--- config.mk ---
export PLATFORM = sky130hd
export DESIGN_NAME = req_hdr_fmt
export DESIGN_NICKNAME = d
export VERILOG_FILES = /design/src/rtl/rhf_pkg.sv /design/src/rtl/rhf_desc_capture.sv /design/src/rtl/rhf_tag_gen.sv /design/src/rtl/rhf_hdr_build.sv /design/src/rtl/req_hdr_fmt.sv
export SDC_FILE = /design/constraint.sdc
export NUM_CORES = 1
export LEC_CHECK = 0
export ABC_AREA = 1
export BUFFER_PORTS_ARGS = -buffer_cell sky130_fd_sc_hd__buf_4
export CAP_MARGIN = 0
export CORE_UTILIZATION = 55
export DETAILED_ROUTE_END_ITERATION = 12
export PLACE_DENSITY = 0.77
export SETUP_SLACK_MARGIN = 0.4
export SYNTH_ARGS = -nofsm -noshare
export SYNTH_HDL_FRONTEND = slang
export SYNTH_SLANG_ARGS = --single-unit
--- constraint.sdc ---
create_clock -name clk -period 2.4 [get_ports clk]
set_clock_uncertainty 0.05 [all_clocks]
set_input_delay 0.36 -clock clk [delete_from_list [all_inputs] [get_ports clk]]
set_output_delay 0.36 -clock clk [all_outputs]
set_load 0.05 [all_outputs]
--- src/rtl/rhf_pkg.sv ---
package rhf_pkg;

    typedef enum logic [1:0] {
        ST_DESC,
        ST_HDR,
        ST_PAY
    } rhf_state_e;

    localparam logic [3:0] RT_MRD  = 4'd0;
    localparam logic [3:0] RT_MWR  = 4'd1;
    localparam logic [3:0] RT_IORD = 4'd2;
    localparam logic [3:0] RT_IOWR = 4'd3;
    localparam logic [3:0] RT_MSG  = 4'd12;
    localparam logic [3:0] RT_MSGD = 4'd13;

    // Descriptor layout, most significant field first (128 bits).
    typedef struct packed {
        logic        rsvd;
        logic [2:0]  attr;
        logic [2:0]  tc;
        logic        rid_en;
        logic [15:0] cpl_id;
        logic [7:0]  tag;
        logic [7:0]  bus;
        logic [7:0]  devfn;
        logic        poison;
        logic [3:0]  rtype;
        logic [10:0] dw_cnt;
        logic [61:0] addr;
        logic [1:0]  at;
    } rhf_desc_t;

    function automatic logic is_posted(input logic [3:0] t);
        return (t == RT_MWR) || (t == RT_MSG) || (t == RT_MSGD);
    endfunction

endpackage

--- src/rtl/rhf_desc_capture.sv ---
module rhf_desc_capture #(
    parameter int DATA_W = 64,
    parameter int NB     = 128 / DATA_W,
    parameter int BW     = (NB > 1) ? $clog2(NB) : 1
) (
    input  logic              clk,
    input  logic              rst_n,
    input  logic              take,
    input  logic [BW-1:0]     idx,
    input  logic [DATA_W-1:0] data,
    output logic [127:0]      desc_full
);

    generate
        if (NB == 1) begin : g_one_beat
            assign desc_full = data;
        end else begin : g_multi_beat
            logic [(NB-1)*DATA_W-1:0] low_q;

            always_ff @(posedge clk) begin
                if (!rst_n) begin
                    low_q <= '0;
                end else if (take && (idx != BW'(NB - 1))) begin
                    low_q[int'(idx)*DATA_W +: DATA_W] <= data;
                end
            end

            assign desc_full = {data, low_q};
        end
    endgenerate

endmodule

--- src/rtl/rhf_tag_gen.sv ---
module rhf_tag_gen #(
    parameter int TAG_W = 8
) (
    input  logic             clk,
    input  logic             rst_n,
    input  logic             take,
    output logic [TAG_W-1:0] cur
);

    logic [TAG_W-1:0] cnt_q;

    always_ff @(posedge clk) begin
        if (!rst_n) begin
            cnt_q <= '0;
        end else if (take) begin
            cnt_q <= cnt_q + TAG_W'(1);
        end
    end

    assign cur = cnt_q;

endmodule

--- src/rtl/rhf_hdr_build.sv ---
module rhf_hdr_build
    import rhf_pkg::*;
(
    input  rhf_desc_t    desc,
    input  logic [7:0]   tag,
    input  logic [2:0]   attr_en,
    output logic [127:0] hdr
);

    logic        is_msg, is_io, has_data, four_dw;
    logic [4:0]  typ;
    logic [31:0] dw0, dw1, dw2, dw3, lo_addr, hi_addr;
    logic        unused_bits;

    assign unused_bits = ^{desc.rsvd, desc.rid_en, desc.cpl_id[15:11], desc.dw_cnt[10]};

    always_comb begin
        is_io    = (desc.rtype == RT_IORD) || (desc.rtype == RT_IOWR);
        is_msg   = (desc.rtype == RT_MSG) || (desc.rtype == RT_MSGD);
        has_data = (desc.rtype == RT_MWR) || (desc.rtype == RT_IOWR) || (desc.rtype == RT_MSGD);
        hi_addr  = desc.addr[61:30];
        lo_addr  = {desc.addr[29:0], 2'b00};
        four_dw  = is_msg || (!is_io && (hi_addr != 32'd0));

        if (is_msg)     typ = {2'b10, desc.cpl_id[10:8]};
        else if (is_io) typ = 5'b00010;
        else            typ = 5'b00000;

        dw0        = '0;
        dw0[31:29] = {1'b0, has_data, four_dw};
        dw0[28:24] = typ;
        dw0[22:20] = desc.tc;
        dw0[18]    = desc.attr[2] & attr_en[2];
        dw0[14]    = desc.poison;
        dw0[13]    = desc.attr[1] & attr_en[1];
        dw0[12]    = desc.attr[0] & attr_en[0];
        dw0[11:10] = (is_io || is_msg) ? 2'b00 : desc.at;
        dw0[9:0]   = desc.dw_cnt[9:0];

        dw1[31:16] = {desc.bus, desc.devfn};
        dw1[15:8]  = tag;
        if (is_msg) dw1[7:0] = desc.cpl_id[7:0];
        else        dw1[7:0] = {(desc.dw_cnt > 11'd1) ? 4'hF : 4'h0, 4'hF};

        if (is_msg) begin
            dw2 = {desc.addr[29:0], desc.at};
            dw3 = hi_addr;
        end else if (four_dw) begin
            dw2 = hi_addr;
            dw3 = lo_addr;
        end else begin
            dw2 = lo_addr;
            dw3 = '0;
        end

        hdr = {dw3, dw2, dw1, dw0};
    end

endmodule

--- src/rtl/req_hdr_fmt.sv ---
module req_hdr_fmt
    import rhf_pkg::*;
#(
    parameter int DATA_W = 64
) (
    input  logic              clk,
    input  logic              rst_n,
    input  logic              cfg_client_tag,
    input  logic [2:0]        cfg_attr_en,
    input  logic [DATA_W-1:0] s_tdata,
    input  logic              s_tvalid,
    output logic              s_tready,
    input  logic              s_tlast,
    output logic [DATA_W-1:0] m_tdata,
    output logic              m_tvalid,
    input  logic              m_tready,
    output logic              m_tlast
);

    localparam int NB = 128 / DATA_W;
    localparam int BW = (NB > 1) ? $clog2(NB) : 1;
    localparam logic [BW-1:0] LAST_BEAT = BW'(NB - 1);

    rhf_state_e    state_q;
    logic [BW-1:0] beat_q;
    logic          end_q;
    rhf_desc_t     desc_q;
    rhf_desc_t     desc_in;
    logic [7:0]    tag_q;
    logic [127:0]  desc_full;
    logic [127:0]  hdr;
    logic [7:0]    gen_tag;
    logic          gen_take;
    logic          use_gen;
    logic          in_desc, in_hdr, hdr_first;
    logic          desc_take, desc_done;

    assign in_desc   = (state_q == ST_DESC);
    assign in_hdr    = (state_q == ST_HDR);
    assign hdr_first = (beat_q == '0);
    assign desc_take = in_desc && s_tvalid;
    assign desc_done = desc_take && (beat_q == LAST_BEAT);
    assign desc_in   = rhf_desc_t'(desc_full);
    assign use_gen   = !is_posted(desc_in.rtype) && !cfg_client_tag;
    assign gen_take  = desc_done && use_gen;

    rhf_desc_capture #(.DATA_W(DATA_W), .NB(NB), .BW(BW)) u_cap (
        .clk       (clk),
        .rst_n     (rst_n),
        .take      (desc_take),
        .idx       (beat_q),
        .data      (s_tdata),
        .desc_full (desc_full)
    );

    rhf_tag_gen #(.TAG_W(8)) u_tag (
        .clk   (clk),
        .rst_n (rst_n),
        .take  (gen_take),
        .cur   (gen_tag)
    );

    rhf_hdr_build u_hdr (
        .desc    (desc_q),
        .tag     (tag_q),
        .attr_en (cfg_attr_en),
        .hdr     (hdr)
    );

    // State register and sequencing.
    always_ff @(posedge clk) begin
        if (!rst_n) begin
            state_q <= ST_DESC;
            beat_q  <= '0;
            end_q   <= 1'b0;
            desc_q  <= '0;
            tag_q   <= '0;
        end else begin
            unique case (state_q)
                ST_DESC: begin
                    if (desc_done) begin
                        state_q <= ST_HDR;
                        beat_q  <= '0;
                        end_q   <= s_tlast;
                        desc_q  <= desc_in;
                        tag_q   <= use_gen ? gen_tag : desc_in.tag;
                    end else if (desc_take) begin
                        beat_q  <= beat_q + BW'(1);
                    end
                end
                ST_HDR: begin
                    if (m_tready) begin
                        if (beat_q == LAST_BEAT) begin
                            beat_q  <= '0;
                            state_q <= end_q ? ST_DESC : ST_PAY;
                        end else begin
                            beat_q  <= beat_q + BW'(1);
                        end
                    end
                end
                ST_PAY: begin
                    if (s_tvalid && m_tready && s_tlast) begin
                        state_q <= ST_DESC;
                    end
                end
                default: state_q <= ST_DESC;
            endcase
        end
    end

    // Output decode.
    always_comb begin
        s_tready = 1'b0;
        m_tvalid = 1'b0;
        m_tdata  = '0;
        m_tlast  = 1'b0;
        unique case (state_q)
            ST_DESC: begin
                s_tready = 1'b1;
            end
            ST_HDR: begin
                m_tvalid = 1'b1;
                m_tdata  = hdr[int'(beat_q)*DATA_W +: DATA_W];
                m_tlast  = end_q && (beat_q == LAST_BEAT);
            end
            ST_PAY: begin
                s_tready = m_tready;
                m_tvalid = s_tvalid;
                m_tdata  = s_tdata;
                m_tlast  = s_tlast;
            end
            default: begin
                s_tready = 1'b0;
            end
        endcase
    end

endmodule

======== Yosys cells after proc, flatten, opt, wreduce, memory -nomap -nowiden ========
Index checks and enable logic that the tools add are counted.
word-level totals
  register bits ........................... 197
  input bits .............................. 73
  output and inout bits ................... 67
  logic and storage cells ................. 94
cells by class
  add/sub/neg operators ................... 3
  magnitude comparators ................... 1
  eq/ne operators ......................... 15
  shift operators ......................... 3
  multiplexer cells ....................... 26
  bitwise gates (word level) .............. 4
  reductions and logical operators ........ 26
operator list
  cell                                                             count
  2-to-1 mux 32 bit                                                4
  one-hot mux 64 bit (2 select lines)                              1
  indexed part select 128 x 8 -> 64 bit                            1
  bitwise mux 64 bit                                               1
  variable shift 64 x 33 -> 64 bit (first input constant)          1
  indexed part select 64 x 33 -> 64 bit                            1
  negation 7 -> 33 bit                                             1
  nonzero test 32 bit                                              1
  equality test 4 bit (second input constant)                      4
  2-to-1 mux 8 bit                                                 2
  2-to-1 mux 2 bit                                                 7
  greater-than comparator 11 x 1 -> 1 bit (second input constant)  1
  logical AND 1 bit                                                9
  adder 8 x 1 -> 8 bit (second input constant)                     1
  equality test 4 x 1 -> 1 bit (second input constant)             2
  equality test 4 x 2 -> 1 bit (second input constant)             2
  logical OR 1 bit                                                 8
  one-hot mux 1 bit (2 select lines)                               4
  != test 2 bit (second input constant)                            3
  one-hot mux 2 bit (3 select lines)                               1
  2-to-1 mux 5 bit                                                 1
  2-to-1 mux 1 bit                                                 4
  2-to-1 mux 4 bit                                                 1
  AND reduction 4 bit                                              1
  other kinds (12)                                                 16

======== Logic depth before layout (Yosys ltp) ========
Gate-level depths: netlist of run 1.
  depth in word-level cells ............... 9
  depth in mapped cells ................... 11

======== Hierarchy ========
From an unflattened synthesis of run 1, not the netlist that was laid out.
unflattened totals
  cells, all modules ...................... 1949
  area, all modules ....................... 12049.1 µm²
by module, submodules not included
  module            instances  cells an instance  area an instance (µm²)  sequential area each (µm²)
  req_hdr_fmt       1          1080               6786.5                  2802.7
  rhf_desc_capture  1          477                3224.3                  1281.2
  rhf_hdr_build     1          344                1689.1                  0.0
  rhf_tag_gen       1          48                 349.1                   160.2

======== Least setup slack after synthesis of run 1 ========
Ideal clock, no wire load.
  kind .................................... reg2out
  from .................................... register state_q[1]
  to ...................................... output m_tdata[20]
  arrival time ............................ 2174 ps
  data required time ...................... 1990 ps
  setup slack ............................. -184 ps
  stages on the path, launching flop included .. 9
  path through ............................ dfxtp_1 > inv_1 > ha_1 > clkbuf_1 > nand2_1 > inv_1 > clkbuf_1 > o211ai_1 > a21oi_1
on the way
  longest elaborated chain between the ends .. 2
  elaborated cells between the ends (all ways) .. 3
  classes of those cells .................. eq/ne (2); mux (1)
ends and longest elaborated chain
  item                                                                 RTL line            source
  from (decl)                                                          req_hdr_fmt.sv:24   rhf_state_e state_q;
  from (signal assigned)                                               req_hdr_fmt.sv:95   state_q <= end_q ? ST_DESC : ST_PAY;
  equality test 2 bit or equality test 2 x 1 -> 1 bit (tied branches)  req_hdr_fmt.sv:117  unique case (state_q)
  one-hot mux 64 bit (2 select lines) *                                req_hdr_fmt.sv:117
  to (decl)                                                            req_hdr_fmt.sv:14   output logic [DATA_W-1:0] m_tdata,
Every way passes the cells marked *; elsewhere a longest branch is shown, timed or not.

======== Worst setup path in the final report of run 1 ========
  from .................................... register desc_q[36] (netlist bit)
  to ...................................... output m_tdata[48]
on the way
  longest elaborated chain between the ends .. 7
ends and longest elaborated chain
  item                                   RTL line             source
  from (decl)                            req_hdr_fmt.sv:27    rhf_desc_t desc_q;
  from (signal assigned)                 req_hdr_fmt.sv:85    desc_q <= desc_in;
  nonzero test 32 bit                    rhf_hdr_build.sv:23  four_dw = is_msg || (!is_io && (hi_addr != 32'd0));
  logical AND 1 bit                      rhf_hdr_build.sv:23
  logical OR 1 bit                       rhf_hdr_build.sv:23
  2-to-1 mux 32 bit                      rhf_hdr_build.sv:48  end else if (four_dw) begin
  2-to-1 mux 32 bit                      rhf_hdr_build.sv:45  if (is_msg) begin
  indexed part select 128 x 8 -> 64 bit  req_hdr_fmt.sv:123   m_tdata = hdr[int'(beat_q)*DATA_W +: DATA_W];
  one-hot mux 64 bit (2 select lines)    req_hdr_fmt.sv:117
No other way between the ends.

==> results of run 1 <==
## tightest hold or removal path, cell delays in order
cell    delay [ns]
buf_4         0.08
nor2_1        0.03
nor2_1        0.08
## layout make-up
type / instances / area [µm²]
timing repair buffer: 266 / 2790
sequential: 197 / 3980
multi-input combinational: 968 / 5780
inverter: 147 / 579
tap: 220 / 275
clock buffer: 20 / 447
clock inverter: 12 / 97.6
fill: 951 / 2700
## cells in the final DEF, fill, tap and decap left out, types with 5 or more instances in the layout
cell	instances
o211ai_1	21
a21oi_4	63
nor2_1	194
buf_6	73
clkinvlp_4	7
o21ai_2	21
a21oi_2	8
dfxtp_1	179
a21oi_1	126
buf_12	19
inv_1	136
nor2_4	15
inv_2	5
clkbuf_16	23
nand3_2	14
o21bai_4	5
buf_16	6
o21ai_1	9
dfxtp_2	14
buf_4	157
o21ai_0	217
o21ai_4	6
nand3_1	20
nor2_2	15
nand2_2	16
nand2_1	185
## logic make-up (layout without fill, tap and decap cells)
family | count (synthesis) | in the layout | share of synthesized area
AO/OA/AOI/OAI | 487 | 487 | 0.271
flip-flops | 197 | 197 | 0.420
buffers and inverters | 250 | 445 | 0.104
AND/OR/NAND/NOR | 477 | 477 | 0.200
adder cells (fa/ha/maj) | 4 | 4 | 0.00533
## through the flow
step | instances | instance area, µm² | hold WS, ns | TNS (ns) | power [W]
3_3_place_gp | 1750 | 11800 | 0.385 | 0 | 0.0103
2_1_floorplan | 1415 | 10100 | 0.375 | 0 | 0.00839
6_report | 1830 | 13900 | 0.0984 | -22.18 | 0.0161
4_1_cts | 1812 | 13300 | 0.0950 | -14.07 | 0.0144
5_1_grt | 1830 | 13900 | 0.115 | -25.56 | 0.0166
3_5_place_dp | 1750 | 11800 | 0.397 | 0 | 0.0104
## sequential cells by signal, summed over array words and instances, names as in the netlist
register and count:
tag_q 8, state_q 2, u_tag.cur 8, desc_q 113, end_q 1, u_cap.g_multi_beat.low_q 64, beat_q 1
## power by group
part           total [W]  internal (W)  switching, W
Sequential       0.00443       0.00402      0.000409
Clock            0.00276       0.00137       0.00138
Combinational    0.00896       0.00340       0.00556
## what timing repair did
action,4_1_cts,5_1_grt
cloned,7,7
pin swaps,29,61
hold buffers,0,0
setup buffers,23,11
gates resized for setup,168,108
setup endpoints to repair,68,84
## routing by layer
layer	up-vias	track usage	share of wire
met5	-	0	0
met4	0	0.140	0.056
met3	239	0.108	0.15
met2	1042	0.583	0.42
met1	5253	0.547	0.38
li1	4994	-	-
## worst max path at each step
stage / startpoint / to / slack, ns / depth (start not counted)
after floorplan: state_q[0] / m_tdata[0] / 0.30 / 5
after global placement: desc_q[52] / m_tdata[56] / 0.04 / 11
after detailed placement: desc_q[38] / m_tdata[56] / 0.03 / 11
after CTS: desc_q[57] / m_tdata[48] / -0.30 / 12
after global routing: desc_q[44] / m_tdata[7] / -0.49 / 11
final: desc_q[36] / m_tdata[48] / -0.45 / 12
==> results by group, run 1 <==
CTS
  – Clock Sinks: 197
  – TritonCTS clock tree: built
  – TritonCTS Buffers: 17
  – CTS root buf: clkbuf_16
  – CTS Buffer Depth: 2
  – CTS clock-pin slew for the worst setup and hold paths: 0.07 ns
  – CTS H-tree lvls: 4
  – Clk_lat worst skew: 0.45 ns

Logic synthesis
  – Post-Syn Instances: 1,415
  – Count leader, synth: o21ai_0
  – YS warnings: 0
  – Ranking of synthesized cells by area: dfxtp_1 (42%), o21ai_0 (12%), a21oi_1 (10%), nor2_1 (8.9%), nand2_1 (8.2%)
  – Mean Syn Cell Area: 6.64 µm²
  – Synth Cell Area: 0.00939 mm²
  – Post-synth EDFFs: 0
  – FF+latch count, synth: 197
  – Syn nets: 1,492
  – Sequential share of the synthesized area: 0.420
  – Top_reg_cell synth: dfxtp_1
  – Commonest cells in the netlist: o21ai_0 (233), nor2_1 (222), nand2_1 (205)
  – Asr flop ratio synth: 0
  – Dominant cell type by area after synthesis: dfxtp_1
  – Yosys top cell area share: 0.420
  – Yosys cell types: 28

Setup path
  – Crit. End Element: output pin
  – Crit-path max cell delay: 0.32 ns
  – Critical path launch point type: flop
  – Most frequent CP cell: buf_6
  – Worst R2R End: desc_q[123]
  – CP max-delay cell: dfxtp_1
  – Crit-path cells: nor2_1 -> nand2_1 -> nor2_1 -> nand2_1 -> o21ai_4 -> buf_6 -> buf_12 -> nor2_2 -> o21ai_2 -> buf_6 -> a21oi_4 -> buf_6
  – Worst r2r path cells: 8
  – Crit-path leading delay family: buffers and inverters
  – Type of the worst setup path: reg2out
  – Crit-path max FO: 6
  – Crit path DAT: 2.44 ns
  – Reg-to-reg startpoint: state_q[0]
  – Critical path buffer and inverter count: 4
  – Register-to-Register Setup Slack: 0.35 ns
  – Worst EP required: 1.99 ns

Routing
  – Initial DRC count: 2,109
  – Total routed wirelength: 39,100 µm
  – WL per Instance: 21.3 µm
  – TritonRoute pass-1 iters: 6
  – Drt drc: 0
  – Via count: 11,500
  – Final antenna-violating net count: 0
  – DR vias/cell: 6.30

Floorplanning
  – Core Box Area: 0.0166 mm²
  – Die Span Y: 133 µm
  – Row count: 47
  – Die W: 133 µm
  – Initial Util: 0.564
  – Die area: 0.0176 mm²
  – # IOs: 140

Placed design
  – Setup Slack @ Placement: 0.0306 ns
  – I/O Buffers: 139
  – Gpl congestion: 0.934
  – Hpwl dp: 21,800 µm

Finish
  – Post-layout utilization of the core: 0.838
  – P&R area growth vs syn: 48.5%
  – Number of nets in the layout: 1,674
  – Diode count: 0
  – Layout cells sized above 1: 0.312

Job
  – Max-Cap Viols: 0

Timing
  – Actual slew at the worst max-slew pin: 0.655 ns
  – Final worst slack: -0.454 ns
  – Final period utilization: 1.19
  – Fin crit period: 2.85 ns
  – Worst rel slew slack: 0.559
  – Unrepaired setup endpoints after global routing: yes
  – Hold Violations, Final: 0
  – Max Clk Rate: 350 MHz
  – Max-slew violation count: 0
  – Final Setup Violations: 65

Pwr
  – Static leakage: 5.37 nW
  – Power density cells: 1160 mW/mm²
  – Max IR drop VDD: 816 µV

Worst hold path
  – Hold endpoint: u_cap.g_multi_beat.low_q[63]
  – Hold path start: s_tdata[63]
  – HP Class: in2reg
  – Hold-critical path depth: 3

Global routing
  – Antenna violations before repair: 0
  – Total track usage: 0.393
  – First-pass GRT wire length: 53,800 µm
  – Gr ovfl total: 0
  – Number of global-route vias before repair: 9,838
  – Largest net degree at the start of global routing: 71

Run status
  – Status: finished with violations
  – Failing checks: setup timing
(Power assumes the default switching activity.)
==> run 2: changes to the inputs <==
ABC_AREA = not set   (was 1)
CTS_BUF_LIST = sky130_fd_sc_hd__clkbuf_4 sky130_fd_sc_hd__clkbuf_8   (was not set)
==> run 2 against run 1 <==
Effect of this change:
- critical endpoint is now m_tdata[12]
- sequential power is 10% lower
- the flow still finishes with violations (setup timing)
- synthesized area grew 6.1%
- routed wire length is 7.9% lower
==> results by group, run 2 <==
Placed design
  – Setup Slack @ Placement: -0.420 ns (-0.451 ns)
  – Hpwl dp: 21,800 µm (about the same)
  – Placed Cells: 1,585 (-9.4%)
  – Gpl congestion: 0.900 (-3.6%)
  – I/O Buffers: 139 (unchanged)
  – Placed Instance Area: 0.0124 mm² (+5.0%)

Logic synthesis
  – FF+latch count, synth: 197 (unchanged)
  – Yosys cell types: 57 (+100%)
  – Post-Syn Instances: 1,239 (-12%)
  – Dominant cell type by area after synthesis: dfxtp_1
  – Post-synth EDFFs: 0 (unchanged)
  – Top_reg_cell synth: dfxtp_1
  – Yosys top cell area share: 0.396 (-0.0240)
  – Ranking of synthesized cells by area: dfxtp_1 (40%), nand2_1 (16%), a21boi_0 (13%), mux2i_1 (3.9%), clkbuf_1 (3.0%)
  – Mean Syn Cell Area: 8.04 µm² (+21%)
  – YS warnings: 0 (unchanged)
  – Count leader, synth: nand2_1
  – Synth Cell Area: 0.00996 mm² (+6.1%)
  – Commonest cells in the netlist: nand2_1 (414), dfxtp_1 (197), a21boi_0 (170)
  – Sequential share of the synthesized area: 0.396 (-0.0240)
  – Syn nets: 1,316 (-12%)
  – Asr flop ratio synth: 0 (unchanged)

Floorplanning
  – Die W: 137 µm (+2.9%)
  – Die Span Y: 137 µm (+2.9%)
  – Initial Util: 0.570 (+0.00570)
  – Core Box Area: 0.0175 mm² (+5.0%)
  – # IOs: 140 (unchanged)
  – Die area: 0.0187 mm² (+6.0%)
  – Row count: 48 (+2.1%)

Setup path
  – Critical path buffer and inverter count: 3 (-1)
  – Crit-path max FO: 7 (+1)
  – Critical path launch point type: flop
  – Reg-to-reg startpoint: beat_q
  – Crit path DAT: 2.50 ns (+0.06 ns)
  – Type of the worst setup path: reg2out
  – Most frequent CP cell: buf_6
  – Worst R2R End: u_cap.g_multi_beat.low_q[41]
  – Crit-path max cell delay: 0.35 ns (+0.03 ns)
  – Worst EP required: 1.99 ns (about the same)
  – Worst r2r path cells: 6 (-2)
  – WP depth: 8 (-4)
  – CP max-delay cell: dfxtp_2
  – Register-to-Register Setup Slack: 0.36 ns (about the same)
  – Crit-path cells: nor4_4 -> and4_4 -> a211oi_4 -> buf_6 -> buf_4 -> mux2i_2 -> a311oi_4 -> buf_6
  – Last element of the critical path: m_tdata[12]
  – Worst setup startpoint: desc_q[44]
  – Crit. End Element: output pin
  – Crit-path leading delay family: simple AND/OR/NAND/NOR gates

Finish
  – Layout cells sized above 1: 0.321 (+0.00870)
  – Diode count: 0 (unchanged)
  – Largest Register: desc_q
  – Most frequent cells in the layout: nand2_1 (414), dfxtp_1 (183), a21boi_0 (170)
  – Biggest regs: desc_q x113, u_cap.g_multi_beat.low_q x64
  – Final instance area: 0.0141 mm² (+0.91%)
  – Largest register FFs: 113 (unchanged)
  – Number of nets in the layout: 1,493 (-11%)
  – P&R area growth vs syn: 41.3%
  – Most common cell after layout, fill and taps aside: nand2_1
  – Non-Filler Instances: 1,654 (-9.6%)

CTS
  – Clock Sinks: 197 (unchanged)
  – Clk_lat worst skew: 0.49 ns (+0.04 ns)
  – TritonCTS Buffers: 17 (unchanged)
  – CTS clock-pin slew for the worst setup and hold paths: 0.11 ns (+0.04 ns)
  – CTS H-tree lvls: 4 (unchanged)
  – CTS Buffer Depth: 2 (unchanged)
  – TritonCTS clock tree: built
  – CTS root buf: clkbuf_8

Routing
  – DR vias/cell: 6.29 (about the same)
  – TritonRoute pass-1 iters: 7 (+1)
  – Drt drc: 0 (unchanged)
  – WL per Instance: 21.7 µm (+1.9%)
  – Final antenna-violating net count: 0 (unchanged)
  – Initial DRC count: 1,148 (-46%)
  – Total routed wirelength: 36,000 µm (-7.9%)
  – Via count: 10,400 (-9.7%)

Pwr
  – Power density cells: 849 mW/mm² (-27%)
  – Static leakage: 4.70 nW (-12%)
  – Max IR drop VDD: 1030 µV (+26%)

Timing
  – Worst rel slew slack: 0.647 (+0.0882)
  – Max-slew violation count: 0 (unchanged)
  – Max Clk Rate: 343 MHz (-2.1%)
  – Actual slew at the worst max-slew pin: 0.529 ns (-0.126 ns)
  – Hold Violations, Final: 0 (unchanged)
  – Final worst slack: -0.514 ns (-0.0604 ns)
  – Unrepaired setup endpoints after global routing: yes
  – Fin crit period: 2.91 ns (+0.0604 ns)
  – Final period utilization: 1.21 (+0.0252)
  – Final Setup Violations: 64 (-1.5%)

Worst hold path
  – Hold path start: s_tdata[53]
  – HP Class: in2reg

Global routing
  – First-pass GRT wire length: 53,600 µm (-0.32%)
  – Number of global-route vias before repair: 9,730 (-1.1%)
  – Total track usage: 0.380 (-0.0133)
  – Largest net degree at the start of global routing: 73 (+2.8%)
  – Antenna violations before repair: 0 (unchanged)
  – Gr ovfl total: 0 (unchanged)

Job
  – Max-Cap Viols: 0 (unchanged)

Run status
  – Status: finished with violations
  – Failing checks: setup timing
[run 2: per-stage QoR]
step                      total power, W   util  TNS, ns  hold slack [ns]
after CTS                         0.0115  0.791   -23.07           0.0435
after global routing              0.0123  0.805   -28.95           0.0421
after floorplan                  0.00700      -  -0.0951            0.384
after global placement           0.00846  0.708   -10.21            0.391
after detailed placement         0.00854  0.708   -12.38            0.396
final                             0.0120  0.805   -25.04           0.0640
[run 2: worst min-delay path by stage]
stage                                         to  slack, ns  depth (start not counted)
floorplan                             desc_q[36]       0.38                          2
global placement    u_cap.g_multi_beat.low_q[50]       0.39                          2
detailed placement  u_cap.g_multi_beat.low_q[49]       0.40                          2
CTS                 u_cap.g_multi_beat.low_q[53]       0.04                          3
global route        u_cap.g_multi_beat.low_q[53]       0.04                          3
finish              u_cap.g_multi_beat.low_q[53]       0.06                          3
[run 2: kinds of logic after synthesis]
group | Yosys count | synth area share
buffers and inverters | 113 | 0.0521
AND/OR/NAND/NOR | 482 | 0.197
adder cells (fa/ha/maj) | 4 | 0.00502
flip-flops | 197 | 0.396
XOR/XNOR | 5 | 0.00440
multiplexers | 39 | 0.0392
AO/OA/AOI/OAI | 399 | 0.307
[run 2: what timing repair did]
action                     4_1_cts  5_1_grt
setup buffers                   25        7
pin swaps                       40       28
setup endpoints to repair       68      109
hold buffers                     0        0
resized for setup              165       33
cloned                           5        0
[run 2: worst min-delay path: stages]
cell and delay [ns]:
buf_4 0.12, nand2_1 0.05, a21boi_1 0.05
[run 2: cell type report]
| cell class | instances | area [µm²] |
|---|---|---|
| tap | 225 | 282 |
| inverter | 6 | 32.5 |
| sequential | 197 | 3960 |
| fill | 1070 | 3400 |
| clock buffer | 18 | 241 |
| multi-input combinational | 930 | 6690 |
| timing repair buffer | 264 | 2730 |
| clock inverter | 14 | 131 |
[run 2: layer usage]
layer  GRT usage  wire length (µm)  up-vias
met2       0.586             16500      681
met1       0.519             14500     4925
met5           0                 0        -
li1            -                 -     4669
met4       0.138              1340        0
met3      0.0856              3680      134
[run 2: where the power goes]
| group | switching [W] | internal, W |
|---|---|---|
| combinational | 0.00358 | 0.00228 |
| sequential | 0.000319 | 0.00366 |
| clock | 0.00134 | 0.000780 |
==> run 3: changes to the inputs <==
CAP_MARGIN = 15   (was 0)
PLACE_DENSITY = 0.76   (was 0.77)
SYNTH_HIERARCHICAL = 1   (was not set)
==> run 3 against run 2 <==
Effect of this change:
- cell count is 1.5% higher
- the run still ends with setup timing left
- synthesized area is 13% higher
- combinational power is 49% lower
- core utilization is 8.8 points lower
- clock power is 8% higher
- non-clock buffer count is 12 lower
- highest routed layer unchanged
- synthesized cell count is 8.3% higher
- critical path type unchanged
- sequential share of layout area is 0.23 points lower
- maximum frequency is 17% lower
==> results by group, run 3 <==
Timing
  – Max Clk Rate: 284 MHz (-17%)
  – Worst Hold Slack: 0.0875 ns (+0.0235 ns)
  – Max-slew violation count: 0 (unchanged)
  – Final Setup Violations: 64 (unchanged)
  – Final worst slack: -1.12 ns (-0.608 ns)
  – Final period utilization: 1.47 (+0.253)
  – Fin crit period: 3.52 ns (+0.608 ns)
  – Worst rel slew slack: 0.546 (-0.101)
  – Setup TNS: -60.84 ns (-35.80 ns)
  – Hold Violations, Final: 0 (unchanged)
  – Actual slew at the worst max-slew pin: 0.681 ns (+0.152 ns)
  – Unrepaired setup endpoints after global routing: yes

Pwr
  – Max IR drop VDD: 487 µV (-53%)
  – Power density cells: 626 mW/mm² (-26%)
  – Flop pwr share: 0.408 (+0.075)
  – Static leakage: 5.34 nW (+14%)
  – Int Pwr: 0.00599 W (-11%)
  – Net Switching: 0.00290 W (-45%)
  – Clock power frac: 0.259 (+0.082)
  – Sw frac: 0.326 (-0.112)
  – Logic pwr share: 0.333 (-0.157)

Finish
  – Most frequent cells in the layout: nand2_1 (361), dfxtp_1 (187), buf_4 (172)
  – Number of nets in the layout: 1,478 (-1.0%)
  – Post-layout utilization of the core: 0.717 (-0.0881)
  – Final instance area: 0.0142 mm² (+0.81%)
  – Diode count: 0 (unchanged)
  – Layout cells sized above 1: 0.390 (+0.0692)
  – Largest Register: desc_q
  – Largest register FFs: 113 (unchanged)
  – P&R area growth vs syn: 26.1%
  – Most common cell after layout, fill and taps aside: nand2_1
  – Biggest regs: desc_q x113, u_cap/g_multi_beat.low_q x64

Placed design
  – Setup Slack @ Placement: -0.554 ns (-0.134 ns)
  – I/O Buffers: 139 (unchanged)
  – Gpl congestion: 0.877 (-2.6%)
  – Hpwl dp: 20,500 µm (-6.1%)
  – Placed Instance Area: 0.0127 mm² (+2.9%)

Logic synthesis
  – Mean Syn Cell Area: 8.39 µm² (+4.3%)
  – Synth Cell Area: 0.0113 mm² (+13%)
  – YS warnings: 6 (+6)
  – Post-Syn Instances: 1,342 (+8.3%)

Routing
  – Total routed wirelength: 35,400 µm (-1.6%)
  – TritonRoute pass-1 iters: 5 (-2)
  – Drt drc: 0 (unchanged)
  – Via count: 10,100 (-3.4%)
  – DR vias/cell: 5.99 (-4.8%)
  – Initial DRC count: 1,075 (-6.4%)
  – Final antenna-violating net count: 0 (unchanged)
  – WL per Instance: 21.1 µm (-3.0%)

Setup path
  – Reg-to-reg startpoint: beat_q
  – Crit-path cells: nor4_4 -> buf_4 -> nand4_1 -> buf_6 -> o21ai_4 -> buf_12 -> buf_12 -> mux2_4 -> mux2_4 -> a22oi_2 -> nor2b_4 -> buf_6
  – Worst EP required: 1.99 ns (about the same)
  – Crit-path max FO: 6 (-1)
  – CP max-delay cell: dfxtp_2
  – Type of the worst setup path: reg2out
  – Crit-path max cell delay: 0.35 ns (about the same)
  – Last element of the critical path: m_tdata[24]
  – Worst R2R End: u_tag/cur[6]
  – Crit. End Element: output pin
  – Worst setup startpoint: desc_q[62]
  – Critical path launch point type: flop
  – Worst r2r path cells: 9 (+3)
  – Crit path DAT: 3.11 ns (+0.61 ns)
  – Register-to-Register Setup Slack: 0.39 ns (+0.03 ns)

Global routing
  – Antenna violations before repair: 0 (unchanged)
  – Gr ovfl total: 0 (unchanged)
  – Number of global-route vias before repair: 9,413 (-3.3%)
  – Largest net degree at the start of global routing: 148 (+100%)
  – First-pass GRT wire length: 53,700 µm (+0.18%)
  – Total track usage: 0.325 (-0.0556)

CTS
  – Hold buffer count at CTS: 0 (unchanged)
  – CTS root buf: clkbuf_8
  – TritonCTS clock tree: built
  – Clk_lat worst skew: 0.48 ns (about the same)
  – CTS Buffer Depth: 2 (unchanged)
  – TritonCTS Buffers: 17 (unchanged)
  – CTS H-tree lvls: 4 (unchanged)
  – Clock Sinks: 197 (unchanged)
  – CTS clock-pin slew for the worst setup and hold paths: 0.11 ns (about the same)

Floorplanning
  – Core Box Area: 0.0198 mm² (+13%)
  – Die W: 145 µm (+6.2%)
  – # IOs: 140 (unchanged)
  – Row count: 51 (+6.3%)
  – Die Span Y: 145 µm (+6.2%)
  – Initial Util: 0.569 (-0.00121)
  – Die area: 0.0210 mm² (+13%)

Worst hold path
  – HP Class: in2reg

Job
  – Max-Cap Viols: 0 (unchanged)

Run status
  – Failing checks: setup timing
  – Status: finished with violations
-- run 3: critical path: cells and delay by family (launching register included) --
kind / cells / cell delay (ns)
and+or+nand+nor: 3 / 0.49
DFF: 1 / 0.35
buffers and inverters: 5 / 0.81
AOI/OAI and AO/OA: 2 / 0.40
muxes: 2 / 0.57
-- run 3: timing repair --
| action | in CTS | in global routing |
|---|---|---|
| setup buffers | 20 | 9 |
| gates cloned | 6 | 2 |
| setup endpoints to repair | 71 | 71 |
| gates resized for setup | 117 | 28 |
| pin swaps | 38 | 35 |
-- run 3: through the flow --
step,total power (W),instances
after global placement,0.00593,1610
after CTS,0.00869,1668
after detailed placement,0.00596,1610
after floorplan,0.00550,1348
after global routing,0.00914,1679
final,0.00888,1679
-- run 3: power by group through the flow --
stage          Combinational [W]  Sequential (W)  Clock (W)
4_1_cts                  0.00279         0.00361    0.00229
5_1_grt                  0.00306         0.00364    0.00244
2_1_floorplan            0.00185         0.00365          0
6_report                 0.00296         0.00362    0.00230
3_3_place_gp             0.00225         0.00368          0
3_5_place_dp             0.00227         0.00369          0
-- run 3: worst min path at each step --
stage                                             from          end  slack (ns)  cells after the start
after floorplan           u_cap/g_multi_beat.low_q[32]   desc_q[32]        0.37                      2
after global placement                     desc_q[104]  desc_q[104]        0.39                      2
after detailed placement   u_cap/g_multi_beat.low_q[7]    desc_q[7]        0.39                      2
after CTS                                   s_tdata[9]   desc_q[73]        0.07                      3
after global routing                       s_tdata[26]   desc_q[90]        0.07                      3
final                                      s_tdata[26]   desc_q[90]        0.09                      3
-- run 3: area by class of cell --
class                           count  area (µm²)
Clock buffer                       20         269
Sequential cell                   197        3960
Inverter                            6        31.3
Timing Repair Buffer              252        2550
Multi-Input combinational cell    927        6890
Clock inverter                     12         151
Tap cell                          265         332
Fill cell                        1404        5590
-- run 3: per-layer routing --
layer  global-route usage  wire length, µm  up-vias
met5                    0                0        -
met4                0.156             1590        0
met3               0.0667             3200       92
met2                0.492            16100      517
met1                0.439            14500     4868
li1                     -                -     4578
